==> src/rtl/hdlc_rx_pkg.sv <==
package hdlc_rx_pkg;

    // character geometry
    localparam int CHAR_W  = 8;
    localparam int RES_W   = $clog2(CHAR_W);
    // bits withheld so a closing flag or abort run never reaches a character
    localparam int HOLD_W  = CHAR_W - 1;
    localparam int HCNT_W  = $clog2(HOLD_W + 1);
    localparam int ONES_W  = 3;

    // status word layout, high to low: overrun, abort, end-of-message, count
    typedef struct packed {
        logic             ovr;
        logic             abt;
        logic             eom;
        logic [RES_W-1:0] resid;
    } rx_stat_t;

    localparam int STAT_W  = $bits(rx_stat_t);
    localparam int BIT_EOM = RES_W;
    localparam int BIT_ABT = RES_W + 1;

    typedef enum logic {
        ST_HUNT,
        ST_FRAME
    } line_state_t;

    typedef enum logic [1:0] {
        AS_EMPTY,
        AS_PART,
        AS_HELD
    } asm_state_t;

endpackage

==> src/rtl/hdlc_rx_linefsm.sv <==
module hdlc_rx_linefsm
    import hdlc_rx_pkg::*;
(
    input  logic clk,
    input  logic rst_n,
    input  logic rx_valid,
    input  logic rx_data,
    output logic ev_bit,
    output logic ev_bit_val,
    output logic ev_flag,
    output logic ev_abort,
    output logic in_frame
);

    localparam logic [ONES_W-1:0] ONES_STUFF = ONES_W'(5);
    localparam logic [ONES_W-1:0] ONES_SIX   = ONES_W'(6);
    localparam logic [ONES_W-1:0] ONES_SAT   = ONES_W'(7);

    line_state_t        state_q, state_d;
    logic [ONES_W-1:0]  ones_q;
    logic               saw_flag, saw_stuff, saw_abort;

    // pattern recognition on the raw line
    always_comb begin
        saw_flag  = rx_valid && !rx_data && (ones_q == ONES_SIX);
        saw_stuff = rx_valid && !rx_data && (ones_q == ONES_STUFF);
        saw_abort = rx_valid &&  rx_data && (ones_q == ONES_SIX);
    end

    // run length of ones, saturating
    always_ff @(posedge clk) begin
        if (!rst_n) begin
            ones_q <= '0;
        end else if (rx_valid) begin
            if (!rx_data)
                ones_q <= '0;
            else if (ones_q != ONES_SAT)
                ones_q <= ones_q + ONES_W'(1);
        end
    end

    // next state
    always_comb begin
        state_d = state_q;
        unique case (state_q)
            ST_HUNT: begin
                if (saw_flag)
                    state_d = ST_FRAME;
            end
            ST_FRAME: begin
                if (saw_abort)
                    state_d = ST_HUNT;
                else if (saw_flag)
                    state_d = ST_FRAME;
            end
            default: state_d = ST_HUNT;
        endcase
    end

    // state register
    always_ff @(posedge clk) begin
        if (!rst_n)
            state_q <= ST_HUNT;
        else
            state_q <= state_d;
    end

    // outputs
    always_comb begin
        ev_bit     = 1'b0;
        ev_bit_val = rx_data;
        ev_flag    = saw_flag;
        ev_abort   = 1'b0;
        in_frame   = (state_q == ST_FRAME);
        unique case (state_q)
            ST_HUNT: begin
                ev_bit = 1'b0;
            end
            ST_FRAME: begin
                ev_abort = saw_abort;
                ev_bit   = rx_valid && !saw_flag && !saw_stuff && !saw_abort;
            end
            default: ev_bit = 1'b0;
        endcase
    end

    AST_HUNT_NO_BITS: assert property (@(posedge clk) disable iff (!rst_n)
        !in_frame |-> !ev_bit);
    AST_SINGLE_EVENT: assert property (@(posedge clk) disable iff (!rst_n)
        $onehot0({ev_bit, ev_flag, ev_abort}));
    AST_ABORT_TO_HUNT: assert property (@(posedge clk) disable iff (!rst_n)
        ev_abort |=> !in_frame);
    AST_STUFF_DELETED: assert property (@(posedge clk) disable iff (!rst_n)
        (rx_valid && !rx_data && in_frame && $past(rx_valid && rx_data)) && ev_bit |-> !saw_stuff);

endmodule

==> src/rtl/hdlc_rx_charasm.sv <==
module hdlc_rx_charasm
    import hdlc_rx_pkg::*;
(
    input  logic              clk,
    input  logic              rst_n,
    input  logic              ev_bit,
    input  logic              ev_bit_val,
    input  logic              ev_flag,
    input  logic              ev_abort,
    input  logic              fifo_full,
    output logic              wr_en,
    output logic [CHAR_W-1:0] wr_data,
    output rx_stat_t          wr_stat
);

    localparam logic [HCNT_W-1:0] HOLD_FULL = HCNT_W'(HOLD_W);
    localparam logic [RES_W-1:0]  LAST_IDX  = RES_W'(CHAR_W - 1);

    asm_state_t          state_q, state_d;
    logic [HOLD_W-1:0]   hold_q;
    logic [HCNT_W-1:0]   hold_cnt_q;
    logic [CHAR_W-1:0]   char_q, held_q, char_new;
    logic [RES_W-1:0]    bit_cnt_q, idx;
    logic                ovr_pend_q;
    logic                commit, commit_val, frame_end, push_req;
    logic [CHAR_W-1:0]   push_data;
    rx_stat_t            push_stat;

    assign frame_end  = ev_flag || ev_abort;
    assign commit     = ev_bit && (hold_cnt_q == HOLD_FULL);
    assign commit_val = hold_q[HOLD_W-1];

    // hold-back window
    always_ff @(posedge clk) begin
        if (!rst_n) begin
            hold_q     <= '0;
            hold_cnt_q <= '0;
        end else if (frame_end) begin
            hold_cnt_q <= '0;
        end else if (ev_bit) begin
            hold_q <= {hold_q[HOLD_W-2:0], ev_bit_val};
            if (hold_cnt_q != HOLD_FULL)
                hold_cnt_q <= hold_cnt_q + HCNT_W'(1);
        end
    end

    // character under construction after this commit
    always_comb begin
        idx      = (state_q == AS_PART) ? bit_cnt_q : '0;
        char_new = (state_q == AS_PART) ? char_q : '0;
        char_new[idx] = commit_val;
    end

    // next state and write request
    always_comb begin
        state_d   = state_q;
        push_req  = 1'b0;
        push_data = '0;
        push_stat = '0;
        if (frame_end) begin
            state_d = AS_EMPTY;
            unique case (state_q)
                AS_PART: begin
                    push_req        = 1'b1;
                    push_data       = char_q;
                    push_stat.resid = bit_cnt_q;
                    push_stat.eom   = 1'b1;
                    push_stat.abt   = ev_abort;
                end
                AS_HELD: begin
                    push_req      = 1'b1;
                    push_data     = held_q;
                    push_stat.eom = 1'b1;
                    push_stat.abt = ev_abort;
                end
                default: push_req = 1'b0;
            endcase
        end else if (commit) begin
            unique case (state_q)
                AS_EMPTY: state_d = AS_PART;
                AS_PART:  state_d = (bit_cnt_q == LAST_IDX) ? AS_HELD : AS_PART;
                AS_HELD: begin
                    push_req  = 1'b1;
                    push_data = held_q;
                    state_d   = AS_PART;
                end
                default:  state_d = AS_EMPTY;
            endcase
        end
        push_stat.ovr = ovr_pend_q;
    end

    // state register
    always_ff @(posedge clk) begin
        if (!rst_n)
            state_q <= AS_EMPTY;
        else
            state_q <= state_d;
    end

    // character datapath
    always_ff @(posedge clk) begin
        if (!rst_n) begin
            char_q    <= '0;
            held_q    <= '0;
            bit_cnt_q <= '0;
        end else if (frame_end) begin
            char_q    <= '0;
            bit_cnt_q <= '0;
        end else if (commit) begin
            if ((state_q == AS_PART) && (bit_cnt_q == LAST_IDX)) begin
                held_q    <= char_new;
                char_q    <= '0;
                bit_cnt_q <= '0;
            end else begin
                char_q    <= char_new;
                bit_cnt_q <= idx + RES_W'(1);
            end
        end
    end

    // overrun carried to the next accepted entry
    always_ff @(posedge clk) begin
        if (!rst_n)
            ovr_pend_q <= 1'b0;
        else if (push_req)
            ovr_pend_q <= fifo_full;
    end

    // outputs
    always_comb begin
        wr_en   = push_req && !fifo_full;
        wr_data = push_data;
        wr_stat = push_stat;
    end

    AST_END_EMPTIES: assert property (@(posedge clk) disable iff (!rst_n)
        frame_end |=> (state_q == AS_EMPTY) && (hold_cnt_q == '0));
    AST_MID_FULL_BYTE: assert property (@(posedge clk) disable iff (!rst_n)
        wr_en && !wr_stat.eom |-> (wr_stat.resid == '0) && !wr_stat.abt);
    AST_ABORT_IS_END: assert property (@(posedge clk) disable iff (!rst_n)
        wr_en && wr_stat.abt |-> wr_stat.eom);
    AST_OVR_ONCE: assert property (@(posedge clk) disable iff (!rst_n)
        wr_en |=> !ovr_pend_q);

endmodule

==> src/rtl/hdlc_rx_fifo.sv <==
module hdlc_rx_fifo #(
    parameter int WIDTH = 8,
    parameter int DEPTH = 4
) (
    input  logic             clk,
    input  logic             rst_n,
    input  logic             wr_en,
    input  logic [WIDTH-1:0] wr_data,
    input  logic             rd_en,
    output logic [WIDTH-1:0] rd_data,
    output logic             empty,
    output logic             full
);

    localparam int PTR_W = (DEPTH > 1) ? $clog2(DEPTH) : 1;
    localparam int CNT_W = $clog2(DEPTH + 1);
    localparam logic [PTR_W-1:0] PTR_LAST = PTR_W'(DEPTH - 1);
    localparam logic [CNT_W-1:0] CNT_FULL = CNT_W'(DEPTH);

    logic [WIDTH-1:0] mem [DEPTH];
    logic [PTR_W-1:0] wr_ptr_q, rd_ptr_q;
    logic [CNT_W-1:0] count_q;
    logic             do_wr, do_rd;

    assign empty   = (count_q == '0);
    assign full    = (count_q == CNT_FULL);
    assign do_wr   = wr_en && !full;
    assign do_rd   = rd_en && !empty;
    assign rd_data = mem[rd_ptr_q];

    always_ff @(posedge clk) begin
        if (do_wr)
            mem[wr_ptr_q] <= wr_data;
    end

    always_ff @(posedge clk) begin
        if (!rst_n) begin
            wr_ptr_q <= '0;
            rd_ptr_q <= '0;
            count_q  <= '0;
        end else begin
            if (do_wr)
                wr_ptr_q <= (wr_ptr_q == PTR_LAST) ? '0 : wr_ptr_q + PTR_W'(1);
            if (do_rd)
                rd_ptr_q <= (rd_ptr_q == PTR_LAST) ? '0 : rd_ptr_q + PTR_W'(1);
            if (do_wr && !do_rd)
                count_q <= count_q + CNT_W'(1);
            else if (do_rd && !do_wr)
                count_q <= count_q - CNT_W'(1);
        end
    end

    AST_FIFO_NO_OVERFLOW: assert property (@(posedge clk) disable iff (!rst_n)
        full && !rd_en |=> full);
    AST_FIFO_EMPTY_READ: assert property (@(posedge clk) disable iff (!rst_n)
        empty && !wr_en |=> empty);

endmodule

==> src/rtl/hdlc_rx_framer.sv <==
module hdlc_rx_framer
    import hdlc_rx_pkg::*;
#(
    parameter int FIFO_DEPTH = 4
) (
    input  logic                clk,
    input  logic                rst_n,
    input  logic                rx_valid,
    input  logic                rx_data,
    input  logic                data_rd,
    input  logic                stat_rd,
    input  logic                ie_resid,
    input  logic                ie_abort,
    output logic [CHAR_W-1:0]   data_out,
    output logic                data_empty,
    output logic [STAT_W-1:0]   stat_out,
    output logic                stat_empty,
    output logic                irq
);

    logic              ev_bit, ev_bit_val, ev_flag, ev_abort, in_frame;
    logic              wr_en, data_full, stat_full, fifo_full;
    logic [CHAR_W-1:0] wr_data;
    rx_stat_t          wr_stat;
    logic [STAT_W-1:0] wr_stat_bits;
    logic              head_eom, head_abt;
    logic [RES_W-1:0]  head_resid;

    hdlc_rx_linefsm u_line (
        .clk        (clk),
        .rst_n      (rst_n),
        .rx_valid   (rx_valid),
        .rx_data    (rx_data),
        .ev_bit     (ev_bit),
        .ev_bit_val (ev_bit_val),
        .ev_flag    (ev_flag),
        .ev_abort   (ev_abort),
        .in_frame   (in_frame)
    );

    assign fifo_full = data_full || stat_full;

    hdlc_rx_charasm u_asm (
        .clk        (clk),
        .rst_n      (rst_n),
        .ev_bit     (ev_bit),
        .ev_bit_val (ev_bit_val),
        .ev_flag    (ev_flag),
        .ev_abort   (ev_abort),
        .fifo_full  (fifo_full),
        .wr_en      (wr_en),
        .wr_data    (wr_data),
        .wr_stat    (wr_stat)
    );

    assign wr_stat_bits = wr_stat;

    hdlc_rx_fifo #(.WIDTH(CHAR_W), .DEPTH(FIFO_DEPTH)) u_data_fifo (
        .clk     (clk),
        .rst_n   (rst_n),
        .wr_en   (wr_en),
        .wr_data (wr_data),
        .rd_en   (data_rd),
        .rd_data (data_out),
        .empty   (data_empty),
        .full    (data_full)
    );

    hdlc_rx_fifo #(.WIDTH(STAT_W), .DEPTH(FIFO_DEPTH)) u_stat_fifo (
        .clk     (clk),
        .rst_n   (rst_n),
        .wr_en   (wr_en),
        .wr_data (wr_stat_bits),
        .rd_en   (stat_rd),
        .rd_data (stat_out),
        .empty   (stat_empty),
        .full    (stat_full)
    );

    // interrupt from the status entry at the head
    assign head_eom   = stat_out[BIT_EOM];
    assign head_abt   = stat_out[BIT_ABT];
    assign head_resid = stat_out[RES_W-1:0];

    always_comb begin
        irq = !stat_empty && head_eom &&
              ((head_abt && ie_abort) || (!head_abt && (head_resid != '0) && ie_resid));
    end

    AST_IRQ_GATED: assert property (@(posedge clk) disable iff (!rst_n)
        irq |-> (ie_resid || ie_abort));
    AST_IRQ_HEAD_VALID: assert property (@(posedge clk) disable iff (!rst_n)
        irq |-> !stat_empty);
    AST_NO_WRITE_IN_HUNT: assert property (@(posedge clk) disable iff (!rst_n)
        !in_frame && !$past(in_frame) |-> !wr_en);
    AST_RESET_EMPTY: assert property (@(posedge clk)
        !rst_n |=> data_empty && stat_empty);

endmodule

==> config.mk <==
export PLATFORM = sky130hd
export DESIGN_NAME = hdlc_rx_framer
export DESIGN_NICKNAME = d
export VERILOG_FILES = /design/src/rtl/hdlc_rx_pkg.sv /design/src/rtl/hdlc_rx_linefsm.sv /design/src/rtl/hdlc_rx_charasm.sv /design/src/rtl/hdlc_rx_fifo.sv /design/src/rtl/hdlc_rx_framer.sv
export SDC_FILE = /design/constraint.sdc
export NUM_CORES = 1
export LEC_CHECK = 0
export BUFFER_PORTS_ARGS = -buffer_cell sky130_fd_sc_hd__buf_2
export CAP_MARGIN = 10
export CORE_UTILIZATION = 31
export DETAILED_ROUTE_END_ITERATION = 7
export MAX_ROUTING_LAYER = met4
export SLEW_MARGIN = 25
export SYNTH_ARGS = -nofsm -noshare
export SYNTH_HDL_FRONTEND = slang
export SYNTH_SLANG_ARGS = --single-unit
==> constraint.sdc <==
create_clock -name clk -period 3.8 [get_ports clk]
set_input_delay 0 -clock clk [delete_from_list [all_inputs] [get_ports clk]]
set_output_delay 0 -clock clk [all_outputs]
set_load 0.1 [all_outputs]
==> PnR_summary.wiki, run 1 <==
{| class="wikitable"
! Metric !! Value
|-
| Wire length on met2 || approximately 4400 um
|-
| RSZ-0062 raised after global routing || no
|-
| Post-synth EDFFs || 56
|-
| R2r worst-path depth || 13
|-
| Ordered list of cells on the worst path || inv_1 > ha_1 > nand4_1 > a21oi_1 > a21oi_2 > nor2_2 > buf_4 > ha_1 > inv_1 > fa_1 > xor2_1 > or3_1 > a21oi_1
|-
| DRT iter0 DRCs || 191
|-
| Post-layout instance count excluding filler cells || between 600 and 700
|-
| Metal-1 WL || approximately 4200 um
|-
| Portion of the post-synthesis area used by sequential elements || between 50% and 60%
|-
| Reg power frac || between 40% and 50%
|-
| Final antenna-violating net count || 0
|-
| Final worst path period need || roughly 3.1 ns
|-
| Met3 wire len || approximately 180 um
|-
| Outcome || completed
|-
| WP depth || 13
|-
| Switching power of the nets || 1205 uW
|-
| Post-cts sizing count || 0
|-
| Number of vias per cell after detailed routing || between 4 and 5
|-
| Int Power || ~2100 uW
|-
| Area of the core || approximately 15000 um^2
|-
| Proportion of netlist area held by the largest area contributor || approximately a third
|-
| R2r setup slk || 0.68 ns
|-
| Hold Path Cell Cnt || 4
|-
| Final clock skew || 0.006871 ns
|-
| Clock network latency to the later pin of the worst-skew pair || 0.34 ns
|-
| CTS H-Tree Depth || 3
|-
| Cell types with the highest counts after synthesis || edfxtp_1 (56), dfxtp_1 (54), nor2_1 (54)
|-
| Startpoint Class || flop
|-
| Setup slack after placement || approximately 0.68 ns
|-
| Number of maximum-capacitance violations || 0
|-
| Clock tree root driver cell || clkbuf_16
|-
| Yosys top cell by area || edfxtp_1
|-
| Remaining design rule violation count || 0
|-
| Category of the critical setup timing path || flop to flop
|-
| Leakage power summed over all cells || around 0.002 uW
|-
| Hold crit path type || input pin to flop
|-
| Cell count after synthesis || around 390
|-
| Total routed wirelength || about 8900 um
|-
| Period Utilization, post-route || about 80%
|-
| Floorplan row count || 45
|-
| Highest metal layer used by the detailed router || met4
|-
| Global-route wire length before repair || between 10000 and 15000 um
|-
| Count of state elements after synthesis || 110
|-
| Proportion of layout cells with a drive suffix above 1 || between 10% and 20%
|-
| Cell family with most CP delay || adder cells
|-
| Initial cell density of the core || between 30% and 40%
|-
| Post-synthesis share of cell area spent on and, or, nand and nor gates || 12.59%
|-
| Final Slew Violations || 0
|-
| Clock power frac || 30.8%
|-
| Cell Pwr Density || about 600 nW/um^2
|-
| Fin area || 5480 um^2
|-
| Hpwl dp || ~6300 um
|-
| Number of input and output port buffers inserted || 24
|-
| Number of global-route vias before repair || 2895
|-
| Top-Level Pins || 25
|-
| Mean cell area of the mapped netlist || between 10 and 15 um^2
|-
| Slowest cell on crit path || a21oi_1
|-
| Area added between synthesis and finish || 13.91%
|-
| Height of the die || about 130 um
|-
| Tightest slew margin relative to the limit || ~38%
|-
| Post-Synthesis Cell Area || just under 5000 um^2
|-
| Number of inserted filler cells in the final layout || around 1400
|-
| Total instance count after detailed placement || roughly 600
|-
| Adder-cell area share of the yosys netlist || between 6 and 7%
|-
| Count of endpoints failing hold in the final timing report || 0
|-
| Fmax || about 320 MHz
|-
| Setup slack of the critical path after layout || around 0.68 ns
|-
| Combinational family with the most area after synthesis || multiplexers
|-
| Die ar. || 16020 um^2
|-
| Synth Area in XOR/XNOR || less than 1%
|-
| WL/cell || 14.70 um
|-
| Initial antenna violation count || 0
|-
| Ant. Diodes || 0
|-
| Post-placement cell area || roughly 5000 um^2
|-
| Maximum number of pins on one net before global-route repair || 31
|-
| Maximum buffer depth of the clock tree || 2
|-
| Total number of vias || around 2900
|-
| CTS sink cnt || 110
|-
| Grt ovf || 0
|-
| Final RePlAce weighted congestion || about 0.7
|-
| Die Wd || roughly 130 um
|-
| Final layout net count || 445
|-
| Total global routing track utilization || between 10% and 20%
|-
| First-pass detailed-route iteration total || 7
|-
| Post-synth top flop || edfxtp_1
|-
| Worst-path clk slew || ~0.070 ns
|-
| Crit path buf inv count || 3
|-
| Number of buffers created by CTS || 9
|-
| Sort of element at the end of the critical path || flop
|-
| Multiplexer share of the synthesized area || 12.82%
|-
| Critical-path maximum fanout || 13
|-
| CP arrival || approximately 3.4 ns
|-
| IR Drop Worst-Case VDD || between 0.2 and 0.3 mV
|-
| Least-Margin Pin Slew || about 0.93 ns
|-
| Yosys warnings || 0
|-
| Stage delay of the slowest cell on the critical path || approximately 0.44 ns
|-
| Clock tree from TritonCTS || built
|-
| Most instantiated library cell after synthesis || edfxtp_1
|-
| Ranking of synthesized cells by area || edfxtp_1 (35%), dfxtp_1 (22%), mux4_2 (6.6%)
|-
| Count of final setup violators || 0
|-
| Async SR Flop Fraction || 0%
|-
| Post-route setup TNS || 0 ns
|-
| Switching portion of total power || a little over a third
|-
| Unique cell type count in the Yosys netlist || 43
|-
| Share of power burned in combinational logic || 28.5%
|-
| Required @ worst endpoint || 4.05 ns
|-
| Post-synthesis net count || between 400 and 500
|-
| Synthesized-area fraction occupied by ao, oa, aoi and oai cells || between 6 and 7%
|}
[power groups by stage]
stage / clock, uW / sequential [uW] / combinational (uW)
after floorplan: 0 / 1330 / 857
after global placement: 0 / 1370 / 938
after detailed placement: 0 / 1370 / 945
after CTS: 1040 / 1350 / 950
after global routing: 1080 / 1350 / 983
final: 1020 / 1340 / 941
[stage by stage]
stage	hold slack (ns)	total power [uW]	util [%]
4_1_cts	0.07015	3343	36.18
6_report	0.07877	3302	36.18
2_1_floorplan	0.1475	2183	-
3_5_place_dp	0.3186	2319	33.80
5_1_grt	0.1221	3421	36.18
3_3_place_gp	0.3099	2308	33.80
[flip-flops by register name, summed over array words and instances, names as in the netlist, named ones only]
name,flops
u_asm.state_q,2
u_asm.char_q,8
u_asm.hold_cnt_q,3
u_stat_fifo.rd_ptr_q,2
u_data_fifo.rd_ptr_q,2
u_stat_fifo.count_q,3
u_data_fifo.count_q,3
u_line.ones_q,3
u_asm.held_q,8
u_line.in_frame,1
u_data_fifo.wr_ptr_q,2
u_stat_fifo.wr_ptr_q,2
u_asm.bit_cnt_q,3
u_asm.ovr_pend_q,1
u_asm.hold_q,7
u_data_fifo.mem,32
u_stat_fifo.mem,24
[repair_timing]
item,CTS,global route
hold buffers,3,0
setup buffers,0,0
endpoints found under the hold margin,5,0
[worst reg2reg max path: stages (launching register included)]
cell	delay, ns
dfxtp_1	0.37
inv_1	0.08
ha_1	0.30
nand4_1	0.09
a21oi_1	0.44
a21oi_2	0.12
nor2_2	0.13
buf_4	0.18
ha_1	0.20
inv_1	0.07
fa_1	0.43
xor2_1	0.17
or3_1	0.31
a21oi_1	0.13
[per-layer routing]
| metal | global-route usage (%) | vias up |
|---|---|---|
| met5 | - | - |
| met4 | 3.756 | 0 |
| met3 | 1.771 | 7 |
| met2 | 20.86 | 36 |
| met1 | 14.39 | 1395 |
| li1 | - | 1444 |
[path summary, 6_finish.rpt]
check	end	from
worst max-delay path	u_stat_fifo.count_q[2]$_SDFFE_PN0P_	u_asm.state_q[0]$_SDFFE_PP0P_
worst min-delay path	u_line.ones_q[1]$_SDFFE_PN0P_	rx_valid
worst max register to register	u_stat_fifo.count_q[2]$_SDFFE_PN0P_	u_asm.state_q[0]$_SDFFE_PP0P_
worst min register to register	u_asm.hold_q[0]$_SDFFE_PN0P_	u_asm.hold_q[0]$_SDFFE_PN0P_
[cell usage in the layout, fill, tap and decap left out, types with 5 or more instances in the layout]
master     synthesis  final
edfxtp_1          56     56
nor2_1            54     54
dfxtp_1           54     54
mux2i_1           29     29
buf_2              2     24
ha_1              23     23
nand2_1           20     20
a22oi_1           17     17
inv_1             17     16
mux4_2            14     14
a21oi_1           13     13
and2_1            12     12
clkbuf_16          0      9
nor2b_1            6      6
or3_1              5      5
nor3_1             6      5
[cell type report]
type                       instances  area [um^2]  share of cell area (%)
clock buffer                      10        239.0                   4.361
clock inverter                     6        91.34                   1.667
inverter                          17        63.81                   1.164
multi-input combinational        244         1916                   34.95
sequential                       110         2763                   50.41
tap                              188        235.2                   4.292
timing repair buffer              30        172.7                   3.151
[cells by family (layout without fill, tap and decap cells)]
| family | Yosys count | after routing |
|---|---|---|
| compound gates | 46 | 46 |
| xor+xnor | 5 | 5 |
| fa+ha+maj | 25 | 25 |
| buf+inv | 35 | 63 |
| flops | 110 | 110 |
| mux | 44 | 44 |
| simple gates | 124 | 124 |
Power figures use the tool's default switching activity.
==> inputs of run 2 (changes only) <==
- clock period: 3.8 -> 3.2 ns (I/O delays scaled with it)
==> PnR_summary.wiki, run 2 (synthesized netlist as in run 1, its figures left out) <==
{| class="wikitable"
! Metric !! Value
|-
| Area added between synthesis and finish || 13.52%
|-
| Clock network latency to the later pin of the worst-skew pair || 0.35 ns (about the same)
|-
| Total instance count after detailed placement || 587 (+0.17%)
|-
| Category of the critical setup timing path || flop to flop
|-
| DRT iter0 DRCs || 206 (+7.9%)
|-
| Final layout net count || 445 (unchanged)
|-
| Hpwl dp || 6110 um (-2.5%)
|-
| WL/cell || 14.52 um (-1.3%)
|-
| Proportion of layout cells with a drive suffix above 1 || 16.07% (+0.72 points)
|-
| Critical-path maximum fanout || 5 (-8)
|-
| R2r setup slk || 0.47 ns (-0.21 ns)
|-
| Final clock skew || 0.01193 ns (+0.005056 ns)
|-
| CTS H-Tree Depth || 3 (unchanged)
|-
| Remaining design rule violation count || 0 (unchanged)
|-
| Total number of vias || 2943 (+2.1%)
|-
| Ordered list of cells on the worst path || inv_1 > ha_1 > nand4_1 > a21oi_1 > a21oi_2 > nor2_2 > ha_1 > inv_1 > fa_1 > xor2_1 > or3_1 > a21oi_1
|-
| Clock tree root driver cell || clkbuf_16
|-
| Setup slack after placement || 0.5105 ns (-0.1742 ns)
|-
| Most used cells in the layout excluding fill and tap cells || edfxtp_1 (56), nor2_1 (54), dfxtp_1 (54)
|-
| Max FFs per register || 32 (unchanged)
|-
| Area occupied by multi-input gates || 1921 um^2 (+0.26%)
|-
| Fmax || 366.9 MHz (+14%)
|-
| Number of vias per cell after detailed routing || 4.864 (+2.1%)
|-
| Floorplan row count || 45 (unchanged)
|-
| Setup slack of the critical path after layout || 0.4743 ns (-0.2090 ns)
|-
| Sort of element at the end of the critical path || flop
|-
| Slowest cell on crit path || fa_1
|-
| Die ar. || 16020 um^2 (unchanged)
|-
| Post-layout instance count excluding filler cells || 605 (unchanged)
|-
| Top flop regs || u_data_fifo.mem (32), u_stat_fifo.mem (24)
|-
| Fin area || 5461 um^2 (-0.34%)
|-
| CP arrival || 3.00 ns (-0.36 ns)
|-
| Area of the core || 15150 um^2 (unchanged)
|-
| Ant. Diodes || 0 (unchanged)
|-
| Initial cell density of the core || 31.76% (unchanged)
|-
| Number of input and output port buffers inserted || 24 (unchanged)
|-
| Maximum buffer depth of the clock tree || 2 (unchanged)
|-
| Top-Level Pins || 25 (unchanged)
|-
| IR Drop Worst-Case VDD || 0.2961 mV (+18%)
|-
| Most flops, register || u_data_fifo.mem
|-
| Number of inserted filler cells in the final layout || 1441 (+0.70%)
|-
| Die Wd || 126.6 um (unchanged)
|-
| Area occupied by registers || 2763 um^2 (unchanged)
|-
| Global-route wire length before repair || 14700 um (+0.23%)
|-
| Cell Pwr Density || 706.7 nW/um^2 (+17%)
|-
| First-pass detailed-route iteration total || 5 (-2)
|-
| RSZ-0062 raised after global routing || no
|-
| Leakage power summed over all cells || 0.001953 uW (-1.1%)
|-
| Period Utilization, post-route || 85.18% (+3.2 points)
|-
| Fin util || 36.06% (-0.12 points)
|-
| Number of maximum-capacitance violations || 0 (unchanged)
|-
| Maximum number of pins on one net before global-route repair || 31 (unchanged)
|-
| Outcome || completed
|-
| Stage delay of the slowest cell on the critical path || 0.42 ns (-0.02 ns)
|-
| Post-placement cell area || 5132 um^2 (+0.24%)
|-
| Clock tree from TritonCTS || built
|-
| Power after layout || 3860 uW (+17%)
|-
| Final Slew Violations || 0 (unchanged)
|-
| Least-Margin Pin Slew || 1.022 ns (+0.09127 ns)
|-
| Count of final setup violators || 0 (unchanged)
|-
| Required @ worst endpoint || 3.47 ns (-0.58 ns)
|-
| Grt ovf || 0 (unchanged)
|-
| Final RePlAce weighted congestion || 0.7175 (-0.51%)
|-
| Startpoint Class || flop
|-
| Final worst path period need || 2.726 ns (-0.3910 ns)
|-
| Leading cell type in the layout, fill and taps excluded || edfxtp_1
|-
| Worst-path clk slew || 0.08 ns (about the same)
|-
| Number of global-route vias before repair || 2941 (+1.6%)
|-
| Total global routing track utilization || 12.21% (+0.19 points)
|-
| Initial antenna violation count || 0 (unchanged)
|-
| Final antenna-violating net count || 0 (unchanged)
|-
| Total routed wirelength || 8784 um (-1.3%)
|-
| Count of endpoints failing hold in the final timing report || 0 (unchanged)
|-
| CTS sink cnt || 110 (unchanged)
|-
| Hold crit path type || input pin to flop
|-
| Height of the die || 126.6 um (unchanged)
|-
| Tightest slew margin relative to the limit || 31.81% (-5.8 points)
|-
| Number of buffers created by CTS || 9 (unchanged)
|}
run 2: area by class of cell:
cell class | count | share of cell area (%)
Clock buffer | 10 | 4.582
Clock inverter | 6 | 1.077
Inverter | 17 | 1.168
Multi-Input combinational cell | 244 | 35.17
Sequential cell | 110 | 50.58
Tap cell | 188 | 4.307
Timing Repair Buffer | 30 | 3.116
run 2: stage by stage:
step / hold slack, ns / TNS (ns)
after floorplan: 0.1475 / -0.000006661
after global placement: 0.3042 / 0
after detailed placement: 0.3182 / 0
after CTS: 0.01002 / 0
after global routing: 0.02293 / 0
final: 0.01306 / 0
run 2: path summary, 6_finish.rpt:
path | start | to | cells after the start
worst min register to register | u_asm.hold_q[0]$_SDFFE_PN0P_ | u_asm.hold_q[0]$_SDFFE_PN0P_ | 2
worst max register to register | u_asm.state_q[0]$_SDFFE_PP0P_ | u_stat_fifo.count_q[2]$_SDFFE_PN0P_ | 12
worst max-delay path | u_asm.state_q[0]$_SDFFE_PP0P_ | u_stat_fifo.count_q[2]$_SDFFE_PN0P_ | 12
worst min-delay path | rst_n | u_asm.char_q[7]$_SDFFE_PP0P_ | 2
run 2: repair_timing:
item	4_1_cts	5_1_grt
setup buffers	0	0
hold buffers	2	0
endpoints found under the hold margin	3	0
gates resized for setup	0	0
run 2: report_power, final:
part           switching [uW]  leakage [uW]  internal, uW
Clock                     531      0.000153           594
Sequential               82.6      0.000888          1510
Combinational             873      0.000911           268
Total                    1490       0.00195          2370
run 2: critical path: cells and delay by family (launching register included):
kind | cells | cell delay [ns]
fa+ha+maj | 3 | 0.91
simple gates | 3 | 0.55
compound gates | 3 | 0.47
flops | 1 | 0.39
xor+xnor | 1 | 0.17
buf+inv | 2 | 0.15
run 2: layer usage:
layer,up-vias,track usage (%),routed length (um)
met1,1435,14.48,4001
met5,-,-,0
met2,38,20.25,4375
met4,0,4.678,144
met3,13,2.741,262
li1,1457,-,-
